## src/rtl/spim_pkg.sv

```systemverilog
package spim_pkg;

    localparam int BYTE_W = 8;

    typedef enum logic [1:0] {
        ST_IDLE  = 2'd0,
        ST_LEAD  = 2'd1,
        ST_SHIFT = 2'd2,
        ST_TRAIL = 2'd3
    } spim_state_e;

    typedef struct packed {
        logic full;
        logic empty;
    } spim_fifo_stat_t;

    typedef struct packed {
        logic              valid;
        logic [BYTE_W-1:0] data;
    } spim_byte_evt_t;

    typedef struct packed {
        logic sclk;
        logic mosi;
    } spim_pins_t;

    // sticky flag update: a set event beats a clear in the same cycle
    function automatic logic spim_sticky(input logic cur, input logic set, input logic clr);
        if (set)
            return 1'b1;
        else if (clr)
            return 1'b0;
        else
            return cur;
    endfunction

endpackage

```

## src/rtl/spim_fifo.sv

```systemverilog
module spim_fifo
    import spim_pkg::*;
#(
    parameter int DEPTH = 128,
    localparam int PTR_W = $clog2(DEPTH),
    localparam int LVL_W = $clog2(DEPTH + 1)
) (
    input  logic              clk,
    input  logic              rst,
    input  logic              wr,
    input  logic [BYTE_W-1:0] wdata,
    input  logic              rd,
    output logic [BYTE_W-1:0] rdata,
    output logic [LVL_W-1:0]  level,
    output spim_fifo_stat_t   stat
);

    logic [BYTE_W-1:0] mem [DEPTH];
    logic [PTR_W-1:0]  wptr, rptr;
    logic              do_wr, do_rd;

    function automatic logic [PTR_W-1:0] bump(input logic [PTR_W-1:0] p);
        if (p == PTR_W'(DEPTH - 1))
            return '0;
        else
            return p + PTR_W'(1);
    endfunction

    assign stat.full  = (level == LVL_W'(DEPTH));
    assign stat.empty = (level == '0);
    assign do_wr      = wr && !stat.full;
    assign do_rd      = rd && !stat.empty;
    assign rdata      = mem[rptr];

    always_ff @(posedge clk) begin
        if (do_wr)
            mem[wptr] <= wdata;
    end

    always_ff @(posedge clk) begin
        if (rst) begin
            wptr  <= '0;
            rptr  <= '0;
            level <= '0;
        end else begin
            if (do_wr)
                wptr <= bump(wptr);
            if (do_rd)
                rptr <= bump(rptr);
            case ({do_wr, do_rd})
                2'b10:   level <= level + LVL_W'(1);
                2'b01:   level <= level - LVL_W'(1);
                default: level <= level;
            endcase
        end
    end

    // the level never passes the storage size
    a_r13_level_bound: assert property (@(posedge clk) disable iff (rst)
        level <= LVL_W'(DEPTH));

    // a push into a full FIFO without a pop leaves it full
    a_r11_full_write_ignored: assert property (@(posedge clk) disable iff (rst)
        (stat.full && wr && !rd) |=> (level == LVL_W'(DEPTH)));

endmodule

```

## src/rtl/spim_divider.sv

```systemverilog
module spim_divider #(
    parameter int CLK_DIV = 4,
    localparam int HALF  = CLK_DIV / 2,
    localparam int HC_W  = (HALF > 1) ? $clog2(HALF) : 1
) (
    input  logic clk,
    input  logic rst,
    input  logic run,
    output logic tick
);

    logic [HC_W-1:0] hcnt;
    logic            at_end;

    assign at_end = (hcnt == HC_W'(HALF - 1));
    assign tick   = run && at_end;

    always_ff @(posedge clk) begin
        if (rst || !run)
            hcnt <= '0;
        else if (at_end)
            hcnt <= '0;
        else
            hcnt <= hcnt + HC_W'(1);
    end

endmodule

```

## src/rtl/spim_engine.sv

```systemverilog
module spim_engine
    import spim_pkg::*;
(
    input  logic              clk,
    input  logic              rst,
    input  logic              tick,
    input  logic              man_start,
    input  logic              start_pulse,
    input  logic              tx_avail,
    input  logic [BYTE_W-1:0] tx_head,
    input  logic              miso,
    output logic              tx_pop,
    output spim_byte_evt_t    rx_evt,
    output spim_pins_t        pins,
    output logic              busy
);

    spim_state_e       st;
    logic [BYTE_W-1:0] sh;
    logic [BYTE_W-1:0] rxsh;
    logic [2:0]        bitn;
    logic              sclk_q, mosi_q;
    logic              go, byte_done;

    assign go        = (st == ST_IDLE) && tx_avail && (!man_start || start_pulse);
    assign byte_done = (st == ST_SHIFT) && tick && sclk_q && (bitn == 3'd7);
    assign tx_pop    = go || (byte_done && tx_avail);
    assign rx_evt.valid = byte_done;
    assign rx_evt.data  = rxsh;
    assign pins.sclk = sclk_q;
    assign pins.mosi = mosi_q;
    assign busy      = (st != ST_IDLE);

    always_ff @(posedge clk) begin
        if (rst) begin
            st     <= ST_IDLE;
            sh     <= '0;
            rxsh   <= '0;
            bitn   <= '0;
            sclk_q <= 1'b0;
            mosi_q <= 1'b0;
        end else begin
            case (st)
                ST_IDLE: begin
                    if (go) begin
                        st     <= ST_LEAD;
                        sh     <= tx_head;
                        mosi_q <= tx_head[BYTE_W-1];
                        bitn   <= '0;
                    end
                end
                ST_LEAD: begin
                    if (tick) begin
                        st     <= ST_SHIFT;
                        sclk_q <= 1'b1;
                        rxsh   <= {rxsh[BYTE_W-2:0], miso};
                    end
                end
                ST_SHIFT: begin
                    if (tick) begin
                        if (sclk_q) begin
                            sclk_q <= 1'b0;
                            if (bitn == 3'd7) begin
                                if (tx_avail) begin
                                    sh     <= tx_head;
                                    mosi_q <= tx_head[BYTE_W-1];
                                    bitn   <= '0;
                                end else begin
                                    st <= ST_TRAIL;
                                end
                            end else begin
                                bitn   <= bitn + 3'd1;
                                sh     <= {sh[BYTE_W-2:0], 1'b0};
                                mosi_q <= sh[BYTE_W-2];
                            end
                        end else begin
                            sclk_q <= 1'b1;
                            rxsh   <= {rxsh[BYTE_W-2:0], miso};
                        end
                    end
                end
                default: begin
                    if (tick)
                        st <= ST_IDLE;
                end
            endcase
        end
    end

    // SCLK is low in every state other than shifting
    a_r9_sclk_low_outside_shift: assert property (@(posedge clk) disable iff (rst)
        (st != ST_SHIFT) |-> !sclk_q);

    // MOSI holds while SCLK stays high
    a_r9_mosi_stable_high: assert property (@(posedge clk) disable iff (rst)
        (sclk_q && $past(sclk_q)) |-> $stable(mosi_q));

    // a byte in flight always passes through the trailing gap before idle
    a_r3_no_idle_from_shift: assert property (@(posedge clk) disable iff (rst)
        (st == ST_SHIFT) |=> (st != ST_IDLE));

    // with commanded start, no transfer begins without the pulse
    a_r6_wait_for_start: assert property (@(posedge clk) disable iff (rst)
        (st == ST_IDLE && man_start && !start_pulse) |=> (st == ST_IDLE));

endmodule

```

## src/rtl/spim_core.sv

```systemverilog
module spim_core
    import spim_pkg::*;
#(
    parameter int DEPTH   = 128,
    parameter int CLK_DIV = 4,
    localparam int LVL_W  = $clog2(DEPTH + 1)
) (
    input  logic              clk,
    input  logic              rst,
    input  logic              cfg_sw_cs,
    input  logic              cfg_man_start,
    input  logic              sw_cs_n,
    input  logic              start_pulse,
    input  logic [LVL_W-1:0]  tx_thresh,
    input  logic              tx_wr,
    input  logic [BYTE_W-1:0] tx_data,
    input  logic              rx_rd,
    output logic [BYTE_W-1:0] rx_data,
    input  logic              ovf_clr,
    input  logic              miso,
    output logic              sclk,
    output logic              mosi,
    output logic              ss_n,
    output logic [LVL_W-1:0]  tx_level,
    output logic [LVL_W-1:0]  rx_level,
    output logic              tx_full,
    output logic              tx_empty,
    output logic              tx_not_full,
    output logic              rx_full,
    output logic              rx_empty,
    output logic              tx_ovf,
    output logic              rx_ovf
);

    spim_fifo_stat_t   tx_stat, rx_stat;
    logic [BYTE_W-1:0] tx_head;
    logic              tx_pop, tick, busy;
    spim_byte_evt_t    rx_evt;
    spim_pins_t        pins;

    spim_fifo #(.DEPTH(DEPTH)) u_txq (
        .clk   (clk),
        .rst   (rst),
        .wr    (tx_wr),
        .wdata (tx_data),
        .rd    (tx_pop),
        .rdata (tx_head),
        .level (tx_level),
        .stat  (tx_stat)
    );

    spim_fifo #(.DEPTH(DEPTH)) u_rxq (
        .clk   (clk),
        .rst   (rst),
        .wr    (rx_evt.valid),
        .wdata (rx_evt.data),
        .rd    (rx_rd),
        .rdata (rx_data),
        .level (rx_level),
        .stat  (rx_stat)
    );

    spim_divider #(.CLK_DIV(CLK_DIV)) u_div (
        .clk  (clk),
        .rst  (rst),
        .run  (busy),
        .tick (tick)
    );

    spim_engine u_eng (
        .clk         (clk),
        .rst         (rst),
        .tick        (tick),
        .man_start   (cfg_man_start),
        .start_pulse (start_pulse),
        .tx_avail    (!tx_stat.empty),
        .tx_head     (tx_head),
        .miso        (miso),
        .tx_pop      (tx_pop),
        .rx_evt      (rx_evt),
        .pins        (pins),
        .busy        (busy)
    );

    assign sclk        = pins.sclk;
    assign mosi        = pins.mosi;
    assign ss_n        = cfg_sw_cs ? sw_cs_n : !busy;
    assign tx_full     = tx_stat.full;
    assign tx_empty    = tx_stat.empty;
    assign rx_full     = rx_stat.full;
    assign rx_empty    = rx_stat.empty;
    assign tx_not_full = (tx_level < tx_thresh);

    always_ff @(posedge clk) begin
        if (rst) begin
            tx_ovf <= 1'b0;
            rx_ovf <= 1'b0;
        end else begin
            tx_ovf <= spim_sticky(tx_ovf, tx_wr && tx_stat.full, ovf_clr);
            rx_ovf <= spim_sticky(rx_ovf, rx_evt.valid && rx_stat.full, ovf_clr);
        end
    end

    // the receive overflow flag holds until cleared
    a_r10_rx_ovf_sticky: assert property (@(posedge clk) disable iff (rst)
        (rx_ovf && !ovf_clr) |=> rx_ovf);

    // a write into a full transmit FIFO raises the flag
    a_r11_tx_ovf_sets: assert property (@(posedge clk) disable iff (rst)
        (tx_wr && tx_full) |=> tx_ovf);

    // an engine-driven select is low whenever SCLK is high
    a_r2_select_covers_clock: assert property (@(posedge clk) disable iff (rst)
        (!cfg_sw_cs && sclk) |-> !ss_n);

endmodule

```

## config.mk

```make
export PLATFORM = sky130hd
export DESIGN_NAME = spim_core
export DESIGN_NICKNAME = d
export VERILOG_FILES = /design/src/rtl/spim_pkg.sv /design/src/rtl/spim_fifo.sv /design/src/rtl/spim_divider.sv /design/src/rtl/spim_engine.sv /design/src/rtl/spim_core.sv
export SDC_FILE = /design/constraint.sdc
export NUM_CORES = 2
export LEC_CHECK = 0
export BUFFER_PORTS_ARGS = -buffer_cell sky130_fd_sc_hd__buf_2
export CELL_PAD_IN_SITES_DETAIL_PLACEMENT = 1
export CELL_PAD_IN_SITES_GLOBAL_PLACEMENT = 2
export CORE_MARGIN = 4
export CORE_UTILIZATION = 50
export DETAILED_ROUTE_END_ITERATION = 10
export GPL_TIMING_DRIVEN = 0
export PLACE_DENSITY = 0.86
export SLEW_MARGIN = 40
export SYNTH_ARGS = -nofsm -noshare
export SYNTH_HDL_FRONTEND = slang
export SYNTH_HIERARCHICAL = 1
export SYNTH_SLANG_ARGS = --single-unit
```

## constraint.sdc

```tcl
create_clock -name clk -period 4.4 [get_ports clk]
set_clock_uncertainty 0.15 [all_clocks]
set_input_delay 0.44 -clock clk [delete_from_list [all_inputs] [get_ports clk]]
set_output_delay 0.44 -clock clk [all_outputs]
set_load 0.01 [all_outputs]
```

==> After elaboration in Yosys (flattened, before gate mapping) <==
Memories as Yosys holds them, arrays and structs flattened. A register that Yosys moved wholly into a read port is not among the register bits.
Index checks and enable logic that the tools add are counted.
{ "word_totals": {"mem_count": 2, "output_inout_bits": 34, "ram_bits": 2048, "reg_bits": 69, "inputBits": 26, "elab_cells": 139} }
{ "op_classes": {"n_lt_le_gt_ge": 1, "muxes": 52, "addsub": 10, "n_reduce_logical": 38, "eq_ne": 21} }
{ "memory_table": {"columns": ["memory", "words", "width", "read_ports", "rd_ports_with_merged_regs", "write_ports", "line", "text"], "rows": [
  ["u_rxq.mem", 128, 8, 1, 1, 1, "spim_fifo.sv:18", "logic [BYTE_W-1:0] mem [DEPTH];"],
  ["u_txq.mem", 128, 8, 1, 1, 1, "spim_fifo.sv:18", null]
]} }
{ "op_table": {"columns": ["op", "count"], "rows": [
  ["7-bit two-way mux", 13],
  ["8-bit one-hot mux with 2 select lines", 3],
  ["7-bit by 1-bit adder with 7-bit output (second input constant)", 4],
  ["7-bit equality test (second input constant)", 4],
  ["8-bit two-way mux", 3],
  ["8-bit by 1-bit adder with 8-bit output (second input constant)", 2],
  ["8-bit equality test (second input constant)", 2],
  ["8-bit logical NOT", 2],
  ["1-bit two-way mux", 16],
  ["2-bit nonzero test", 8],
  ["8-bit by 1-bit subtractor with 8-bit output (second input constant)", 2],
  ["3-bit two-way mux", 5],
  ["2-bit two-way mux", 7],
  ["7-bit one-hot mux with 2 select lines", 1],
  ["1-bit logical AND", 13],
  ["8-bit less-than comparator", 1],
  ["2-bit by 1-bit inequality test with 1-bit output (second input constant)", 4],
  ["7-bit AND reduction", 1],
  ["2-bit by 1-bit equality test with 1-bit output (second input constant)", 3],
  ["2-bit equality test (second input constant)", 3],
  ["1-bit logical NOT", 6],
  ["2-bit inequality test (second input constant)", 3],
  ["2-bit one-hot mux with 3 select lines", 1],
  ["3-bit one-hot mux with 2 select lines", 1],
  ["other kinds (11)", 14]
]} }

==> Logic depth before layout (Yosys ltp) <==
{ "depth": {"ltp_word": 10, "ltp_mapped": 20, "depth_no_buf": 18} }

==> Modules after synthesis <==
The synthesis kept the hierarchy.
{ "modules_own_cells": {"columns": ["module", "n_inst", "cells_each", "area_each_um2"], "rows": [
  ["spim_fifo (u_rxq)", 1, 2078, 40970.5],
  ["spim_fifo (u_txq)", 1, 2083, 40726.6],
  ["spim_engine", 1, 117, 1159.9],
  ["spim_core", 1, 35, 255.2],
  ["spim_divider", 1, 3, 40.0]
]} }

==> Least setup slack after synthesis <==
No wires, ideal clock.
{ "synth_path": {"path_kind": "reg2reg", "startpoint": "register u_txq.level[5]", "endpoint": "register u_txq.level[6]", "n_path_buf": 2, "period_less_slack_ps": 4072, "t_arrival_ps": 3851, "setup_ps": 70, "path_slack_ps": 328, "path_stages_with_launch": 20, "required_time_ps": 4180, "cell_sequence": "dfxtp_1 buf_2 nor4_1 nand2_1 nor3_1 inv_1 inv_1 nor2_1 nand2b_1 clkinv_1 ha_1 clkbuf_1 xor2_1 ha_1 a21oi_1 o21ai_0 a221oi_1 a31oi_1 or3_1 a21oi_1"} }
{ "synth_between": {"elab_chain_cells": 8, "word_cells_on_any_way": 16, "cone_classes": "2 x add/sub; 3 x eq/ne; 1 x mux; 10 x reduce/logical"} }
{ "synth_lines": {"columns": ["item", "line", "text"], "rows": [
  ["from (decl)", "spim_fifo.sv:14", "output logic [LVL_W-1:0] level,"],
  ["from (signal assigned)", "spim_fifo.sv:51", "2'b10: level <= level + LVL_W'(1);"],
  ["from (signal assigned)", "spim_fifo.sv:52", "2'b01: level <= level - LVL_W'(1);"],
  ["from (signal assigned)", "spim_fifo.sv:53", "default: level <= level;"],
  ["8-bit logical NOT *", "spim_fifo.sv:30", "assign stat.empty = (level == '0);"],
  ["net tx_empty", "spim_core.sv:27", "output logic tx_empty,"],
  ["1-bit logical NOT *", "spim_core.sv:76", ".tx_avail (!tx_stat.empty),"],
  ["1-bit logical AND (2 in series)", "spim_engine.sv:25", "assign go = (st == ST_IDLE) && tx_avail && (!man_start || start_pulse);"],
  ["1-bit logical OR *", "spim_engine.sv:27", "assign tx_pop = go || (byte_done && tx_avail);"],
  ["net tx_pop", "spim_core.sv:37", "logic tx_pop, tick, busy;"],
  ["1-bit logical AND *", "spim_fifo.sv:32", "assign do_rd = rd && !stat.empty;"],
  ["2-bit by 1-bit equality test with 1-bit output or 2-bit equality test (tied branches)", "spim_fifo.sv:50", "case ({do_wr, do_rd})"],
  ["8-bit one-hot mux with 2 select lines or 2-bit nonzero test (tied branches)", null, null]
]} }
Mark *: on every way through the listed nets, which the timed path passes. The rest lies on a longest branch.
A chain may end at the register's enable or synchronous reset.

==> Worst setup path after layout <==
{ "layout_path": {"startpoint": "register u_eng.st[0]", "endpoint": "memory u_rxq.mem[53][5], enable pin"} }
{ "layout_between": {"elab_chain_cells": 8, "word_cells_on_any_way": 9, "cone_classes": "1 x eq/ne; 2 x mux; 6 x reduce/logical"} }
{ "layout_lines": {"columns": ["item", "line", "text"], "rows": [
  ["from (decl)", "spim_engine.sv:18", "spim_state_e st;"],
  ["from (signal assigned)", "spim_engine.sv:36", "st <= ST_IDLE;"],
  ["from (signal assigned)", "spim_engine.sv:46", "st <= ST_LEAD;"],
  ["from (signal assigned)", "spim_engine.sv:54", "st <= ST_SHIFT;"],
  ["2-bit nonzero test", "spim_engine.sv:32", "assign busy = (st != ST_IDLE);"],
  ["net busy", "spim_core.sv:37", null],
  ["1-bit logical AND", "spim_divider.sv:16", "assign tick = run && at_end;"],
  ["net tick", "spim_core.sv:37", null],
  ["1-bit logical AND (3 in series)", "spim_engine.sv:26", "assign byte_done = (st == ST_SHIFT) && tick && sclk_q && (bitn == 3'd7);"],
  ["net u_eng.byte_done", "spim_engine.sv:23", "logic go, byte_done;"],
  ["1-bit logical AND", "spim_fifo.sv:31", "assign do_wr = wr && !stat.full;"],
  ["1-bit two-way mux", "spim_fifo.sv:36", "if (do_wr)"],
  ["1-bit two-way mux (implied by the code)", "spim_fifo.sv:37", "mem[wptr] <= wdata;"],
  ["to (decl)", "spim_fifo.sv:18", null]
]} }
The timed path passes the listed nets, and every way through them passes these cells.

==> summary.md <==
| Metric | Value |
|---|---|
| Status | finished clean |
| Final core occ | 0.569 |
| Row count | 149 |
| Layout cells sized above 1 | 0.216 |
| Maximum vdd ir drop | 0.545 mV |
| Clock Sinks | 2131 |
| Pins Over Slew Limit | 0 |
| Instance area at placement | 87000 sq um |
| Asr flop ratio synth | 0 |
| Power, Total | 42100 uW |
| CTS tree | yes |
| Die height | 416 um |
| Layout area overhead | 13.1% |
| Initial DRC Count | 4929 |
| Min Tclk post-route | 4380 ps |
| Mapped Nets | 4364 |
| Post-route ant nets | 0 |
| Main flop type after synthesis | edfxtp_1 |
| Final Hold Fails | 0 |
| Initial antenna violation count | 8 |
| Port Buffers | 59 |
| Drt via density | 6.31 |
| P per Cell Area | 448 nW/um^2 |
| Cts bufs inserted | 206 |
| Reg2reg setup slack | 20 ps |
| First-pass GRT wire length | 328000 um |
| Die ar. | 173000 sq um |
| H-tree levels | 4 |
| HPWL after detailed placement | 146000 um |
| Yosys reg bits | 2131 |
| Worst-Skew Late Latency | 850 ps |
| Residual DRC count | 0 |
| Final Setup Violations | 0 |
| Required time of the critical path | 4710 ps |
| Synth Instances | 4316 |
| Pleak | 0.0290 uW |
| WL final | 225000 um |
| Core box area | 165000 sq um |
| Critical path launch point type | flop |
| Pin count of the biggest net entering global routing | 89 |
| Syn avg cell area | 19.3 sq um |
| Register area share after synthesis | 0.760 |
| Max Cap Viol | 0 |
| Rel. slew slack | 0.404 |
| CTS clk-pin slew, worst paths | 60 ps |
| Drt pass-1 iters | 6 |
| Number of synthesized flops with an enable pin | 2048 |
| Count of different cell masters after synthesis | 78 |
| Fillers | 14400 |
| Starting Density | 0.503 |
| Crit Path Category | flop to flop |
| Setup TNS | 0 ps |
| Clock root buffer | clkbuf_16 |
| RSZ-0062 raised after global routing | yes |
| Area of the mapped netlist | 83200 sq um |
| DR WL/cell | 32.2 um |
| Layout Nets | 4673 |
| Worst hold slack | 183 ps |
| Chip Width | 416 um |
| Fmax | 228 MHz |
| Worst Path Arrival | 4690 ps |
| Tot GR Track Use | 0.260 |
| GPL Wtd Cong | 0.838 |
| Hold/Removal Path Class | input port to flop |
| Remaining Overflow, GRT | 0 |
| Via count | 44100 |
| Worst Path Max Fanout | 10 |
| Slew @ Worst Pin | 894 ps |
| Boundary Pins | 60 |
| Crit end category | flop |
| Max Root-Sink Buffers | 3 |
| Synthesis Warnings | 6 |
| Design area | 94000 sq um |
| Final period utilization | 0.995 |
| Number of global-route vias before repair | 46800 |
critical path, cell delays in order (launching register included):
cell and delay (ps):
dfxtp_1 360, inv_1 70, ha_2 220, inv_1 150, and2_2 170, clkbuf_8 160, and4_1 240, buf_4 170
nand2_1 110, a31oi_4 330, nand2_1 520, clkbuf_2 550, nor2_1 770
stage by stage:
stage,instances,setup slack [ps]
2_1_floorplan,4316,328
6_report,6986,21.3
3_5_place_dp,6590,-353
5_1_grt,6984,-57.1
3_3_place_gp,6564,-291
4_1_cts,6982,3.47
final timing paths:
check                     start          endpoint  cells past startpoint
hold reg to reg    u_div/at_end      u_div/at_end                      1
setup reg to reg    u_eng/st[0]  u_rxq/mem[53][5]                     12
hold / removal    cfg_man_start       u_eng/sh[0]                      5
setup / recovery    u_eng/st[0]  u_rxq/mem[53][5]                     12
final cells by class:
cell class	count	area [sq um]	area share
clock buffers	269	5540	0.0589
multi-input cells	1912	18900	0.201
clock inverters	108	1090	0.0116
repair buffers	101	1110	0.0118
flip-flops and latches	2131	63200	0.672
plain buffers	249	1330	0.0142
diodes	3	7.51	0.0000798
well taps	2189	2740	0.0291
inverters	24	92.6	0.000985
flip-flops by register name, summed over array words and instances, names as in the netlist, named ones only:
register      flops
rx_ovf            1
tx_ovf            1
u_div/at_end      1
u_eng/bitn        3
u_eng/mosi_q      1
u_eng/rxsh        8
u_eng/sclk_q      1
u_eng/sh          7
u_eng/st          2
u_rxq/level       8
u_rxq/mem      1024
u_rxq/rptr        7
u_rxq/wptr        7
u_txq/level       8
u_txq/mem      1024
u_txq/rptr        7
u_txq/wptr        7
where the power goes:
group          internal [uW]  leakage [uW]  switching, uW
combinational            898       0.00649           1510
clock                   9960       0.00321           7480
sequential             22200        0.0193           69.4
cell families (layout without fill, tap and decap cells):
family          after synthesis  count (layout)  share of synthesized area
mux                         669             669                      0.137
xor+xnor                     31              31                    0.00327
simple gates                667             667                     0.0353
buf+inv                     273             751                     0.0163
fa+ha+maj                    22              22                    0.00331
flops                      2131            2131                      0.760
other cells                   0               3                          0
compound gates              523             523                     0.0452
cells in the final DEF (no fill, tap or decap), types with 26 or more instances in the layout:
cell / Yosys / final
o21ai_0: 28 / 26
buf_2: 61 / 117
a21oi_1: 42 / 41
mux2i_1: 293 / 293
buf_4: 32 / 34
clkinv_1: 3 / 49
clkbuf_16: 0 / 211
clkbuf_1: 116 / 136
a211oi_1: 130 / 130
mux4_2: 376 / 376
nor2_1: 316 / 241
clkbuf_2: 1 / 33
o22ai_1: 130 / 130
nor2_2: 2 / 76
nand2_1: 184 / 184
a22oi_1: 128 / 125
edfxtp_1: 2048 / 2048
dfxtp_1: 83 / 74
nand3_1: 38 / 36
Yosys cell counts, types with 5 or more instances:
cell type / count / area [sq um]
ha_1: 22 / 275
mux2i_1: 293 / 2930
a22oi_1: 128 / 961
nor4_1: 7 / 43.8
dfxtp_1: 83 / 1660
nor2_1: 316 / 1190
a211oi_2: 9 / 113
nand4_1: 21 / 131
buf_1: 21 / 78.8
nor3_1: 17 / 85.1
nand2_1: 184 / 691
or3_1: 10 / 62.6
buf_2: 61 / 305
nand2b_1: 6 / 37.5
inv_1: 20 / 75.1
clkbuf_1: 116 / 435
nor2b_1: 21 / 131
mux4_2: 376 / 8470
nand3_1: 38 / 190
a21oi_1: 42 / 210
a211oi_1: 130 / 976
o21ai_0: 28 / 140
and3_1: 5 / 31.3
a311oi_1: 13 / 114
o22ai_1: 130 / 813
a221oi_1: 10 / 87.6
nand3b_1: 10 / 75.1
xor2_1: 22 / 193
buf_6: 15 / 169
edfxtp_1: 2048 / 61500
buf_4: 32 / 240
xnor2_1: 9 / 78.8
metal layers:
metal	part of all wire	global-route usage	up-vias
met4	0.047	0.115	8
met5	0.00040	0	-
met2	0.51	0.445	1952
met3	0.066	0.0403	459
li1	-	-	18300
met1	0.37	0.331	23400
repair_timing:
action | in CTS | in global routing
buffers inserted | 0 | 1
gates resized for setup | 26 | 14
pin swaps | 3 | 1
endpoints found under the setup margin | 10 | 117
hold endpoints to repair | 426 | 0
hold buffers | 15 | 0
Note: power is estimated with default switching activity, not from simulation.
